$ cat src/rtl/ca1d_pkg.sv
// Shared constants and types for the cellular automaton array.
package ca1d_pkg;
    localparam int RULE_W = 8;
    localparam int NBHD_W = 3;

    typedef logic [RULE_W-1:0] rule_t;

    // Neighbourhood as seen by one cell; left is the index MSB.
    typedef struct packed {
        logic left;
        logic mid;
        logic right;
    } nbhd_t;
endpackage

$ cat src/rtl/ca1d_rule_chain.sv
// Serial rule store: one shift register holding every cell's table.
// Assumes cfg data enters at the top bit and moves toward bit 0, so
// the first bit sent ends up in cell 0, rule bit 0.
module ca1d_rule_chain
    import ca1d_pkg::*;
#(
    parameter int N_CELLS = 16
) (
    input  logic                         clk,
    input  logic                         rst_n,
    input  logic                         shift_en,
    input  logic                         din,
    output logic [N_CELLS*RULE_W-1:0]    chain_q
);
    localparam int CHAIN_W = N_CELLS * RULE_W;

    // Shift the chain by one bit per enabled cycle.
    always_ff @(posedge clk) begin
        if (!rst_n)
            chain_q <= '0;
        else if (shift_en)
            chain_q <= {din, chain_q[CHAIN_W-1:1]};
    end
endmodule

$ cat src/rtl/ca1d_neighbour.sv
// Neighbour routing: gives each cell its left (i+1) and right (i-1)
// inputs. WRAP selects a ring, otherwise the edges read constant 0.
// Assumes N_CELLS >= 2.
module ca1d_neighbour #(
    parameter int N_CELLS = 16,
    parameter bit WRAP    = 1'b0
) (
    input  logic [N_CELLS-1:0] state_i,
    output logic [N_CELLS-1:0] left_o,
    output logic [N_CELLS-1:0] right_o
);
    localparam int TOP = N_CELLS - 1;

    for (genvar i = 0; i < N_CELLS; i++) begin : g_link
        // Left input of cell i.
        if (i == TOP) begin : g_left_edge
            if (WRAP) begin : g_ring
                assign left_o[i] = state_i[0];
            end else begin : g_zero
                assign left_o[i] = 1'b0;
            end
        end else begin : g_left_inner
            assign left_o[i] = state_i[i+1];
        end

        // Right input of cell i.
        if (i == 0) begin : g_right_edge
            if (WRAP) begin : g_ring
                assign right_o[i] = state_i[TOP];
            end else begin : g_zero
                assign right_o[i] = 1'b0;
            end
        end else begin : g_right_inner
            assign right_o[i] = state_i[i-1];
        end
    end
endmodule

$ cat src/rtl/ca1d_cell.sv
// One automaton site: a state flop updated from its own lookup table.
// Priority is load, then step, then hold. Assumes step_ok is already
// gated off while the rule chain is shifting.
module ca1d_cell
    import ca1d_pkg::*;
(
    input  logic  clk,
    input  logic  rst_n,
    input  logic  load_en,
    input  logic  load_val,
    input  logic  step_ok,
    input  logic  left,
    input  logic  right,
    input  rule_t rule,
    output logic  state_o
);
    nbhd_t nb;
    logic  next_val;

    // Form the table index and look up the next value.
    always_comb begin
        nb       = '{left: left, mid: state_o, right: right};
        next_val = rule[nb];
    end

    // State register with load priority over a step.
    always_ff @(posedge clk) begin
        if (!rst_n)
            state_o <= 1'b0;
        else if (load_en)
            state_o <= load_val;
        else if (step_ok)
            state_o <= next_val;
    end
endmodule

$ cat src/rtl/ca1d_array.sv
// Top level: a line of cells, each with a private 3-input lookup table,
// fed from a serial rule chain. Steps are held off while shifting.
module ca1d_array
    import ca1d_pkg::*;
#(
    parameter int N_CELLS = 16,
    parameter bit WRAP    = 1'b0
) (
    input  logic               clk,
    input  logic               rst_n,
    input  logic               step_en,
    input  logic               cfg_shift_en,
    input  logic               cfg_din,
    input  logic               load_en,
    input  logic [N_CELLS-1:0] load_state,
    output logic [N_CELLS-1:0] state_q
);
    localparam int CHAIN_W = N_CELLS * RULE_W;

    logic [CHAIN_W-1:0] rule_chain;
    logic [N_CELLS-1:0] left_in;
    logic [N_CELLS-1:0] right_in;
    logic               step_ok;

    // A step is allowed only when the chain is not moving.
    assign step_ok = step_en & ~cfg_shift_en;

    ca1d_rule_chain #(.N_CELLS(N_CELLS)) u_chain (
        .clk      (clk),
        .rst_n    (rst_n),
        .shift_en (cfg_shift_en),
        .din      (cfg_din),
        .chain_q  (rule_chain)
    );

    ca1d_neighbour #(.N_CELLS(N_CELLS), .WRAP(WRAP)) u_nbr (
        .state_i (state_q),
        .left_o  (left_in),
        .right_o (right_in)
    );

    for (genvar i = 0; i < N_CELLS; i++) begin : g_cell
        ca1d_cell u_cell (
            .clk      (clk),
            .rst_n    (rst_n),
            .load_en  (load_en),
            .load_val (load_state[i]),
            .step_ok  (step_ok),
            .left     (left_in[i]),
            .right    (right_in[i]),
            .rule     (rule_chain[i*RULE_W +: RULE_W]),
            .state_o  (state_q[i])
        );
    end
endmodule

$ cat config.mk
export PLATFORM = sky130hd
export DESIGN_NAME = ca1d_array
export DESIGN_NICKNAME = d
export VERILOG_FILES = /design/src/rtl/ca1d_pkg.sv /design/src/rtl/ca1d_rule_chain.sv /design/src/rtl/ca1d_neighbour.sv /design/src/rtl/ca1d_cell.sv /design/src/rtl/ca1d_array.sv
export SDC_FILE = /design/constraint.sdc
export NUM_CORES = 1
export LEC_CHECK = 0
export ABC_AREA = 1
export BUFFER_PORTS_ARGS = -buffer_cell sky130_fd_sc_hd__buf_2
export CORE_ASPECT_RATIO = 0.8
export CORE_MARGIN = 4
export CORE_UTILIZATION = 35
export DETAILED_ROUTE_END_ITERATION = 8
export PLACE_DENSITY_LB_ADDON = 0.2
export SLEW_MARGIN = 20
export SYNTH_ARGS = -nofsm -noshare
export SYNTH_HDL_FRONTEND = slang
export SYNTH_SLANG_ARGS = --single-unit
$ cat constraint.sdc
create_clock -name clk -period 1.4 [get_ports clk]
set_input_delay 0.07 -clock clk [delete_from_list [all_inputs] [get_ports clk]]
set_output_delay 0.07 -clock clk [all_outputs]
set_load 0.03 [all_outputs]
==> results.md <==
* Cell area after synthesis at 6225 um^2
* Syn-to-layout area delta at 18.05%
* Hold Buf Count CTS at 17
* Worst vdd ir at 825.1 uV
* Die W at 157.1 um
* CP Data Arrival Time at 1180 ps
* Asr flop ratio synth at 0
* TritonCTS clock tree: yes
* Max-slew violations at 0
* Top post-synthesis cells by area: dfxtp_1, nor2_1, o21ai_0, nand2_1, nand3_1
* CP Class: flip-flop to output pin
* Clk sinks at 144
* Power Dens Cells at 1402 nW/um^2
* Synth top cells by count: nor2_1, nand2_1, dfxtp_1
* Final wirelength at 15.16 mm
* Number of global-route vias before repair at 5198
* Longest Clk Path Bufs at 2
* First-pass GRT wire length at 25.83 mm
* CP max FO at 6
* Routed via count at 5608
* Leakage at 3.156 nW
* Root buffer cell: clkbuf_16
* Post-Syn Area per Cell at 6.833 um^2
* Synth top area share at 0.4631
* RSZ-0062 raised after global routing: no
* CTS buffer count at 17
* Clock Skew at 7.888 ps
* Worst-path clk slew at 60 ps
* EDFF count, synth at 0
* P_sw at 2.672 mW
* Max-Slew Margin vs Limit at 0.7324
* Fin Setup TNS at 0 ps
* GR Util All Layers at 0.1588
* CTS H-tree depth at 4
* Fillers at 1847
* Die Ht at 127.3 um
* Register cell area after layout at 2883 um^2
* Most used DFF post-synth: dfxtp_1
* Initial Utilization at 0.3582
* Crit path capture type: output pin
* Area of the core at 17380 um^2
* Fmax at 797.7 MHz
* Largest net degree at the start of global routing at 41
* # diodes at 0
* Synth unique cells at 15
* Layout cells sized above 1 at 0.1082
* Area of the die at 20000 um^2
* Initial drt markers at 353
* Sequential power share at 0.442
* Measured slew at the worst slew-check pin at 401.3 ps
* Yosys warns at 0
* Internal power at 7.628 mW
* Post-Syn Nets at 933
* Req. time, crit path at 1330 ps
* Gpl congestion at 0.7620
* Logic gate share of total power at 0.120
* Max-cap violation count at 0
* Clk Latency, worst-skew pair at 420 ps
* I/O pin cnt at 38
* Post-CTS sizing at 0
* Gate Count Post-Synth at 911
* Rows at 43
* Post-synthesis register bit count at 144
* Pwr Total at 10.30 mW
* NumNets Final at 961
* Avg WL per Cell at 12.88 um
* Final setup viols at 0
* Min-delay worst type: primary input to flip-flop
* Sw frac at 0.2594
* Clk pwr share at 0.439
* DRC errors left at 0
* Most common cell in the netlist: nor2_1
* CP startpoint kind: flip-flop
* Post-DP HPWL at 9.595 mm
* Fin crit period at 1254 ps
* Initial DRT Pass Iterations at 5
* Initial antenna violation count at 0
* Post-CTS Setup Inserts at 0
* Cell taking the most area after synthesis: dfxtp_1
* Seq/Total Area, Yosys at 0.4631
* PortBufs at 37
* Fin. Hold Viols at 0
* Area of the multi-input gates at 2820 um^2
* Total grt overflow at 0
* Fin crit share at 0.8954
* Final ANT Viol Nets at 0
* Via density at 4.765
* Status: completed
sequential cells by signal (all words and copies together), names as in the netlist:
register / cells
u_chain.chain_q: 128
g_cell.u_cell.state_o: 16
path summary, 6_finish.rpt:
check                           start                        end  slack [ps]  depth (start not counted)
max          g_cell[0].u_cell.state_o                 state_q[0]         150                          2
min                    load_state[15]  g_cell[15].u_cell.state_o          50                          5
max reg2reg  g_cell[8].u_cell.state_o   g_cell[9].u_cell.state_o         340                          7
min reg2reg        u_chain.chain_q[0]         u_chain.chain_q[0]         450                          2
power by group through the flow:
stage / clock network [mW] / registers, mW / logic, mW
after global placement: 0 / 4.64 / 1.20
after CTS: 4.64 / 4.55 / 1.25
after detailed placement: 0 / 4.63 / 1.21
after floorplan: 0 / 4.58 / 0.927
final: 4.52 / 4.55 / 1.23
after global routing: 4.81 / 4.59 / 1.42
critical path, cell delays in order, from the launching register on:
cell,delay [ps]
dfxtp_1,390
buf_4,170
buf_2,210
kinds of logic after synthesis:
group                  Yosys count  synth area share
AO/OA/AOI/OAI                  172            0.1391
buffers and inverters          105           0.08382
flip-flops                     144            0.4631
AND/OR/NAND/NOR                490            0.3140
metal layers:
layer  global-route usage  vias up  wire [um]
met5                    0        -          0
met4              0.05412        0        119
met3              0.03996        6        579
met2               0.2293       79       6537
met1               0.2309     2535       7927
li1                     -     2988          -
per-stage QoR:
step | instances | setup WS [ps] | hold WS (ps) | utilization | cell area [um^2]
CTS | 1177 | 114.6 | 33.57 | 0.4229 | 7348
global route | 1177 | 62.57 | 105.4 | 0.4229 | 7348
global placement | 1128 | 339.0 | 297.1 | 0.3789 | 6585
finish | 1177 | 146.4 | 54.66 | 0.4229 | 7348
floorplan | 911 | 374.0 | 204.9 | - | 6225
detailed placement | 1128 | 319.5 | 310.0 | 0.3789 | 6585
area by class of cell:
class	instances	share of cell area
clock inverter	10	0.01481
multi-input combinational	662	0.3838
clock buffer	22	0.06589
inverter	28	0.01464
tap	225	0.03831
timing repair buffer	86	0.09024
sequential	144	0.3923
placed cells by master (no fill, tap or decap), drive strengths merged, types with 17 or more instances in the layout:
cell,instances
dlygate4sd3,17
a21oi,28
buf,69
nand3,88
nand2,164
nor2,238
clkbuf,22
dfxtp,144
o21ai,142
inv,28
(Power assumes the default switching activity.)
